**src/rtl/stm1_seq_pkg.sv**
```systemverilog
package stm1_seq_pkg;
  typedef enum logic [1:0] {
    TAG_RSEC = 2'd0,
    TAG_PTR  = 2'd1,
    TAG_MSEC = 2'd2,
    TAG_PAY  = 2'd3
  } area_t;
endpackage

```
**src/rtl/stm1_pos_counter.sv**
```systemverilog
module stm1_pos_counter #(
  parameter int ROWS = 9,
  parameter int COLS = 270,
  parameter int RW   = 4,
  parameter int CW   = 9
) (
  input  logic          clk,
  input  logic          rst,
  output logic [RW-1:0] row_q,
  output logic [CW-1:0] col_q
);
  localparam logic [CW-1:0] COL_LAST = CW'(COLS - 1);
  localparam logic [RW-1:0] ROW_LAST = RW'(ROWS - 1);

  always_ff @(posedge clk) begin
    if (rst) begin
      row_q <= '0;
      col_q <= '0;
    end else if (col_q == COL_LAST) begin
      col_q <= '0;
      row_q <= (row_q == ROW_LAST) ? '0 : row_q + 1'b1;
    end else begin
      col_q <= col_q + 1'b1;
    end
  end

  AST_COL_STEP: assert property (@(posedge clk) disable iff (rst)
    (col_q != COL_LAST) |=> (col_q == $past(col_q) + 1'b1));
  AST_COL_WRAP: assert property (@(posedge clk) disable iff (rst)
    (col_q == COL_LAST) |=> (col_q == '0));
  AST_ROW_WRAP: assert property (@(posedge clk) disable iff (rst)
    (col_q == COL_LAST && row_q == ROW_LAST) |=> (row_q == '0));
  AST_ROW_HOLD: assert property (@(posedge clk) disable iff (rst)
    (col_q != COL_LAST) |=> $stable(row_q));
endmodule

```
**src/rtl/stm1_region_decode.sv**
```systemverilog
module stm1_region_decode
  import stm1_seq_pkg::*;
#(
  parameter int OH_COLS   = 9,
  parameter int RSEC_ROWS = 3,
  parameter int PTR_ROW   = 3,
  parameter int RW        = 4,
  parameter int CW        = 9
) (
  input  logic [RW-1:0] row,
  input  logic [CW-1:0] col,
  output area_t         area,
  output logic          in_pay
);
  always_comb begin
    if (col >= CW'(OH_COLS))
      area = TAG_PAY;
    else if (row < RW'(RSEC_ROWS))
      area = TAG_RSEC;
    else if (row == RW'(PTR_ROW))
      area = TAG_PTR;
    else
      area = TAG_MSEC;
    in_pay = (area == TAG_PAY);
  end
endmodule

```
**src/rtl/stm1_out_stage.sv**
```systemverilog
module stm1_out_stage
  import stm1_seq_pkg::*;
#(
  parameter int DW = 8,
  parameter int RW = 4,
  parameter int CW = 9
) (
  input  logic          clk,
  input  logic          rst,
  input  logic [RW-1:0] row,
  input  logic [CW-1:0] col,
  input  area_t         area,
  input  logic [DW-1:0] soh_byte,
  input  logic [DW-1:0] ptr_byte,
  input  logic [DW-1:0] pay_byte,
  output logic [DW-1:0] tx_byte,
  output logic [RW-1:0] row_o,
  output logic [CW-1:0] col_o,
  output logic          frame_start,
  output logic          payload_en,
  output logic [1:0]    region_o
);
  logic [DW-1:0] sel_byte;

  always_comb begin
    unique case (area)
      TAG_PTR: sel_byte = ptr_byte;
      TAG_PAY: sel_byte = pay_byte;
      default: sel_byte = soh_byte;
    endcase
  end

  always_ff @(posedge clk) begin
    if (rst) begin
      tx_byte     <= '0;
      row_o       <= '0;
      col_o       <= '0;
      frame_start <= 1'b0;
      payload_en  <= 1'b0;
      region_o    <= 2'd0;
    end else begin
      tx_byte     <= sel_byte;
      row_o       <= row;
      col_o       <= col;
      frame_start <= (row == '0) && (col == '0);
      payload_en  <= (area == TAG_PAY);
      region_o    <= area;
    end
  end
endmodule

```
**src/rtl/stm1_frame_seq.sv**
```systemverilog
module stm1_frame_seq
  import stm1_seq_pkg::*;
#(
  parameter int DW        = 8,
  parameter int ROWS      = 9,
  parameter int COLS      = 270,
  parameter int OH_COLS   = 9,
  parameter int RSEC_ROWS = 3,
  parameter int PTR_ROW   = 3,
  localparam int RW       = $clog2(ROWS),
  localparam int CW       = $clog2(COLS)
) (
  input  logic          clk,
  input  logic          rst,
  input  logic [DW-1:0] soh_byte,
  input  logic [DW-1:0] ptr_byte,
  input  logic [DW-1:0] pay_byte,
  output logic          pay_ready,
  output logic [DW-1:0] tx_byte,
  output logic [RW-1:0] row_o,
  output logic [CW-1:0] col_o,
  output logic          frame_start,
  output logic          payload_en,
  output logic [1:0]    region_o
);
  logic [RW-1:0] row_q;
  logic [CW-1:0] col_q;
  area_t         area;
  logic          in_pay;

  stm1_pos_counter #(.ROWS(ROWS), .COLS(COLS), .RW(RW), .CW(CW)) u_cnt (
    .clk(clk), .rst(rst), .row_q(row_q), .col_q(col_q)
  );

  stm1_region_decode #(.OH_COLS(OH_COLS), .RSEC_ROWS(RSEC_ROWS), .PTR_ROW(PTR_ROW),
                       .RW(RW), .CW(CW)) u_dec (
    .row(row_q), .col(col_q), .area(area), .in_pay(in_pay)
  );

  stm1_out_stage #(.DW(DW), .RW(RW), .CW(CW)) u_out (
    .clk(clk), .rst(rst), .row(row_q), .col(col_q), .area(area),
    .soh_byte(soh_byte), .ptr_byte(ptr_byte), .pay_byte(pay_byte),
    .tx_byte(tx_byte), .row_o(row_o), .col_o(col_o), .frame_start(frame_start),
    .payload_en(payload_en), .region_o(region_o)
  );

  assign pay_ready = in_pay && !rst;

  AST_FS_ORIGIN: assert property (@(posedge clk) disable iff (rst)
    frame_start |-> (row_o == '0 && col_o == '0));
  AST_PEN_TAG: assert property (@(posedge clk) disable iff (rst)
    payload_en |-> (region_o == 2'd3));
  AST_READY_NEXT: assert property (@(posedge clk) disable iff (rst)
    pay_ready |=> payload_en);
  AST_PAY_BYTE: assert property (@(posedge clk) disable iff (rst)
    payload_en |-> (tx_byte == $past(pay_byte)));
  AST_PTR_BYTE: assert property (@(posedge clk) disable iff (rst)
    (region_o == 2'd1) |-> (tx_byte == $past(ptr_byte)));
  AST_PTR_PLACE: assert property (@(posedge clk) disable iff (rst)
    (region_o == 2'd1) |-> (row_o == RW'(PTR_ROW) && col_o < CW'(OH_COLS)));
endmodule

```
**config.mk**
```make
export PLATFORM = sky130hd
export DESIGN_NAME = stm1_frame_seq
export DESIGN_NICKNAME = d
export VERILOG_FILES = /design/src/rtl/stm1_seq_pkg.sv /design/src/rtl/stm1_pos_counter.sv /design/src/rtl/stm1_region_decode.sv /design/src/rtl/stm1_out_stage.sv /design/src/rtl/stm1_frame_seq.sv
export SDC_FILE = /design/constraint.sdc
export NUM_CORES = 1
export LEC_CHECK = 0
export BUFFER_PORTS_ARGS = -buffer_cell sky130_fd_sc_hd__buf_2
export CELL_PAD_IN_SITES_DETAIL_PLACEMENT = 2
export CELL_PAD_IN_SITES_GLOBAL_PLACEMENT = 2
export CORE_MARGIN = 2
export CORE_UTILIZATION = 30
export CTS_BUF_LIST = sky130_fd_sc_hd__clkbuf_8 sky130_fd_sc_hd__clkbuf_16
export DETAILED_ROUTE_END_ITERATION = 8
export GPL_TIMING_DRIVEN = 0
export PLACE_DENSITY_LB_ADDON = 0.1
export SLEW_MARGIN = 20
export SYNTH_ARGS = -nofsm -noshare
export SYNTH_HDL_FRONTEND = slang
export SYNTH_HIERARCHICAL = 1
export SYNTH_SLANG_ARGS = --single-unit
```
**constraint.sdc**
```tcl
create_clock -name clk -period 1.6 [get_ports clk]
set_input_delay 0.16 -clock clk [delete_from_list [all_inputs] [get_ports clk]]
set_output_delay 0.16 -clock clk [all_outputs]
set_load 0.05 [all_outputs]
```
==> reports/qor.yml, run 1 <==
grt_overflow_total: 0
diodes: 0
finalWorstPathRequiredPeriod_ns: 1.63
htreeDepth: 2
cts_root_buffer: "clkbuf_8"
r2r_slack_ns: -0.03
reg2reg_depth: 6
clock_latency_ns: 0.29
power_density_nw_per_um2: 1030
syn_area_um2: 1680
fp.dieH_um: 78.9
pre_cts_ws_ns: -0.105
synthSimpleGateAreaFrac: 0.251
wl_um: 4710
synth_adder_area_share: 0.0297
grt_pass1_wl_um: 7230
cp_data_required_time_ns: 1.81
synth_seq_cells: 38
violations: "negative setup slack"
seq_area_frac_synth: 0.452
grt_pass1_vias: 1443
fmax_ghz: 0.615
path_class: "reg -> reg"
slew_headroom: 0.703
fin_skew_ns: 0.00410
nets: 254
p_comb_frac: 0.144
ys_warn_count: 6
synth_top_family_by_area: "simple AND/OR/NAND/NOR gates"
antenna_left: 0
end_kind: "register"
cts_tree: "done"
hold_buffers: 0
hold_viol: 0
netSwitchingFraction: 0.257
startpoint_type: "register"
ios: 52
gp_congestion: 0.761
layoutNonFillerInstCount: 297
antenna_found_initial: 0
pwr-share-seq: 0.435
synthXorXnorAreaFrac: 0.00520
die_width_um: 78.9
rows: 27
report.final.slew_viol_count: 0
holdPathStages: 2
avgViaCountPerCell: 4.85
grt_usage: 0.150
worstPathMaxFanout: 8
drv_cap: 0
reg2reg_from: "u_cnt/col_q[8]"
synth_top_area_cell: "dfxtp_1"
nFillCells: 624
hp-start: "rst"
area_growth_syn_to_layout_pct: 34.9
syn-num-nets: 191
dp.cells: 284
synthMuxAreaShare: 0.0543
hold_path.class: "in -> reg"
synth_top_area_share: 0.452
setup_ws_ns: -0.0251
dieArea_um2: 6220
core_um2: 5470
synth_common_cells: "dfxtp_1 (38), nor2b_1 (15), nor2_1 (13), a21oi_1 (9)"
synthCells: 161
wire_per_inst_um: 15.8
synth.distinct_cells: 46
period_share: 1.02
multi_input_area_um2: 865
hpwl_um: 3340
drc_errors: 0
path_clk_slew_ns: 0.08
rsz0062_at_grt: "true"
firstDrtPassIters: 4
tightest_slew_ns: 0.445
floorplan.initialDensity: 0.307
clock-sinks: 38
drive_gt1_frac: 0.436
ff_latch_area_um2: 774
setup_violations: 4
worstPathArrival_ns: 1.83
cts_buffers: 5
status: "finished with violations"
power.switching_mw: 0.599
vias: 1441
synth.most_common_cell: "dfxtp_1"
r2r-end: "u_out/tx_byte[6]"
p_leak_nw: 0.926
netlist_top_cells_area: "dfxtp_1 (45%), a211oi_2 (5.9%), nor2b_1 (5.6%)"
synth_flop_cell: "dfxtp_1"
grt_max_degree: 14
avgSynthCellArea_um2: 10.5
hold_path_end: "u_out/region_o[1]"
clkPwrFrac: 0.421
async_flop_share: 0
synth-compound-area-share: 0.161
intPower_mw: 1.73
synth_edf_count: 0
worstSetupStartpoint: "u_cnt/col_q[8]"
cts_buffer_depth: 2
portBuffers: 51
peakVddDrop_mv: 0.404
drt_iter0_markers: 31
-- routing by layer --
| layer | routed length (um) | global-route usage | vias to the layer above |
|---|---|---|---|
| li1 | - | - | 705 |
| met1 | 2010 | 0.177 | 695 |
| met2 | 2440 | 0.267 | 39 |
| met3 | 248 | 0.0398 | 2 |
| met4 | 15 | 0.0414 | 0 |
| met5 | 0 | 0 | - |
-- cell usage in the layout, fill, tap and decap left out, types with 3 or more instances in the layout --
cell and count:
nor4_1 3, nand3_1 4, buf_4 4, a211oi_2 8, clkbuf_8 5, ha_1 4
mux2i_1 8, buf_6 3, nor2b_1 15, a21oi_1 9, buf_2 53, nand2_1 4
o21ai_0 4, dfxtp_2 5, dfxtp_1 31, nor2_1 12, or3_1 5, inv_1 7
-- power groups by stage --
stage	Clock, mW	Combinational [mW]	Sequential (mW)
2_1_floorplan	0	0.132	1.12
3_3_place_gp	0	0.308	1.03
3_5_place_dp	0	0.317	1.04
4_1_cts	1.02	0.320	1.01
5_1_grt	1.07	0.357	1.02
6_report	0.980	0.336	1.01
-- worst max-delay path, stage by stage (launching register included) --
cell and delay (ns):
dfxtp_4 0.38, nor4_4 0.31, buf_4 0.15, nand4b_1 0.15
buf_4 0.22, mux2i_1 0.12, a211oi_2 0.21
-- cells by family after synthesis --
| kind of cell | after synthesis |
|---|---|
| simple gates | 63 |
| buf+inv | 14 |
| fa+ha+maj | 4 |
| xor+xnor | 1 |
| compound gates | 32 |
| mux | 9 |
| flops | 38 |
-- worst max path at each step --
stage | slack [ns] | cells after the start | to
CTS | 0.03 | 4 | pay_ready
global route | -0.12 | 6 | u_out/tx_byte[6]
detailed placement | -0.10 | 6 | u_out/tx_byte[0]
finish | -0.03 | 6 | u_out/tx_byte[6]
global placement | -0.02 | 6 | u_out/tx_byte[6]
floorplan | 0.14 | 6 | u_out/tx_byte[0]
-- area by class of cell --
| class | instances | area share |
|---|---|---|
| Clock buffer | 5 | 0.0303 |
| Tap cell | 72 | 0.0397 |
| Clock inverter | 3 | 0.0303 |
| Timing Repair Buffer | 56 | 0.139 |
| Inverter | 7 | 0.0116 |
| Buffer | 7 | 0.0270 |
| Sequential cell | 38 | 0.341 |
| Multi-Input combinational cell | 109 | 0.381 |
-- sequential cells by signal (all words and copies together), names as in the netlist --
| name | flops |
|---|---|
| u_cnt/col_q | 9 |
| u_cnt/row_q | 4 |
| u_out/col_o | 9 |
| u_out/frame_start | 1 |
| u_out/payload_en | 1 |
| u_out/region_o | 2 |
| u_out/row_o | 4 |
| u_out/tx_byte | 8 |
-- per-stage QoR --
step	TNS [ns]	hold slack (ns)	area, um2	power, mW	utilization
finish	-0.0721	0.173	2270	2.33	0.415
global route	-0.870	0.166	2270	2.44	0.415
CTS	0	0.169	2220	2.35	0.405
detailed placement	-0.766	0.480	2030	1.35	0.371
global placement	-0.0463	0.468	2030	1.34	0.371
floorplan	0	0.232	1680	1.26	-
-- timing repair --
item	CTS	global route
gates resized for setup	13	6
setup endpoints to repair	16	15
cloned	0	2
setup buffers	2	1
pin swaps	1	4
Power figures use the tool's default switching activity.
==> run 2: changes to the inputs <==
- SKIP_CTS_REPAIR_TIMING: unset -> 1
==> run 2 against run 1 <==
  * The run now ends clean
  * Fmax grew 4.6%
  * Register-to-register slack gained 0.11 ns
  * Critical path depth shrank 2
  * Wire length shrank 4.7%
  * Non-clock buffer count shrank 2
  * Clock power is essentially flat
  * Worst setup slack gained 0.072 ns
==> reports/qor.yml, run 2 (synthesized netlist as in run 1, its figures left out) <==
status: "finished clean"
vias: 1412
total_power_mw: 2.31
hold_path.class: "in -> reg"
power_density_nw_per_um2: 1040
grt_max_degree: 14
hp-start: "rst"
floorplan.initialDensity: 0.307
gp_congestion: 0.761
path_clk_slew_ns: 0.08
crit_chain: "nor4_4 -> nand3b_1 -> nor2b_4 -> buf_6"
antenna_found_initial: 0
cts_root_buffer: "clkbuf_8"
slew_headroom: 0.701
p_leak_nw: 0.910
cpLargestDelayFamily: "simple AND/OR/NAND/NOR gates"
worstPathArrival_ns: 1.39
nets: 252
end_kind: "output pin"
grt_pass1_vias: 1425
grt_overflow_total: 0
layoutNonFillerInstCount: 295
avgViaCountPerCell: 4.79
slowest_stage: "dfxtp_4"
cp_data_required_time_ns: 1.44
intPower_mw: 1.72
area_growth_syn_to_layout_pct: 32.2
crit_end: "pay_ready"
tightest_slew_ns: 0.448
cp_num_cells: 4
antenna_left: 0
mostFrequentLayoutCell: "buf_2"
worstPathMaxFanout: 6
hold_slack_ns: 0.176
hpwl_um: 3340
cts_buffers: 5
ios: 52
critPathMaxStageDelay_ns: 0.38
dp.cells: 284
drive_gt1_frac: 0.426
period_share: 0.971
report.final.slew_viol_count: 0
setup_violations: 0
pwr-share-seq: 0.438
diodes: 0
rows: 27
finalWorstPathRequiredPeriod_ns: 1.55
dpl_cell_area_um2: 2030
wire_per_inst_um: 15.2
drt_iter0_markers: 30
fin_skew_ns: 0.00409
hold_viol: 0
peakVddDrop_mv: 0.404
layout_common_cells: "buf_2 (53), dfxtp_1 (31), nor2b_1 (15)"
clkPwrFrac: 0.425
grt_usage: 0.146
crit_buf_inv: 1
fp.dieH_um: 78.9
grt_pass1_wl_um: 7110
r2r-end: "u_out/tx_byte[0]"
reg2reg_from: "u_cnt/col_q[6]"
rsz0062_at_grt: "true"
drv_cap: 0
dieArea_um2: 6220
path_class: "reg -> out"
core_um2: 5470
drc_errors: 0
reg2reg_depth: 6
cts_buffer_depth: 2
netSwitchingFraction: 0.257
power.switching_mw: 0.593
portBuffers: 51
design_area_um2: 2220
clock_latency_ns: 0.29
p_comb_frac: 0.137
firstDrtPassIters: 3
clock-sinks: 38
die_width_um: 78.9
worstSetupStartpoint: "u_cnt/col_q[6]"
wl_um: 4480
r2r_slack_ns: 0.08
htreeDepth: 2
fmax_ghz: 0.644
top_regs: "u_cnt/col_q: 9 flops, u_out/col_o: 9 flops, u_out/tx_byte: 8 flops"
cts_tree: "done"
startpoint_type: "register"
==> run 2: cell count changes in the layout (fill, tap and decap cells not counted), sizes merged <==
cell,before,now
buf,62,60
==> run 2: how the worst min path moves through the flow <==
stage,depth (start not counted),slack (ns),endpoint
after global placement,3,0.47,u_out/tx_byte[0]
after CTS,3,0.17,u_out/tx_byte[6]
final,2,0.18,u_out/region_o[1]
after floorplan,1,0.23,u_out/col_o[8]
after global routing,2,0.17,u_out/region_o[1]
after detailed placement,3,0.48,u_out/tx_byte[6]
==> run 2: worst register-to-register path, delay by kind of cell, from the launching register on <==
family                 cells  cell delay, ns
DFF                        1            0.38
and+or+nand+nor            3            0.63
buffers and inverters      2            0.34
AOI/OAI and AO/OA          1            0.06
==> run 2: layout make-up <==
class	count	area, um2
Fill cell	630	3250
Multi-Input combinational cell	109	862
Sequential cell	38	774
Timing Repair Buffer	54	282
Tap cell	72	90.1
Clock buffer	5	68.8
Clock inverter	3	68.8
Buffer	7	52.6
Inverter	7	26.3
==> run 2: power groups by stage <==
stage	sequential, mW	combinational [mW]	clock, mW
2_1_floorplan	1.12	0.132	0
3_3_place_gp	1.03	0.308	0
3_5_place_dp	1.04	0.317	0
4_1_cts	1.01	0.318	1.02
5_1_grt	1.02	0.339	1.07
6_report	1.01	0.316	0.981
==> run 2: stage by stage <==
step | setup WS [ns] | util | TNS (ns)
after detailed placement | -0.105 | 0.371 | -0.766
final | 0.0470 | 0.406 | 0
after CTS | -0.232 | 0.396 | -1.19
after global placement | -0.0223 | 0.371 | -0.0463
after global routing | -0.000530 | 0.406 | -0.000530
after floorplan | 0.143 | - | 0
==> run 2: routing by layer <==
layer  vias to the layer above  routed length, um  global-route usage
met5                         -                  0                   0
li1                        700                  -                   -
met2                        37               2250               0.260
met3                         2                229              0.0398
met4                         0                 15              0.0414
met1                       673               1990               0.171
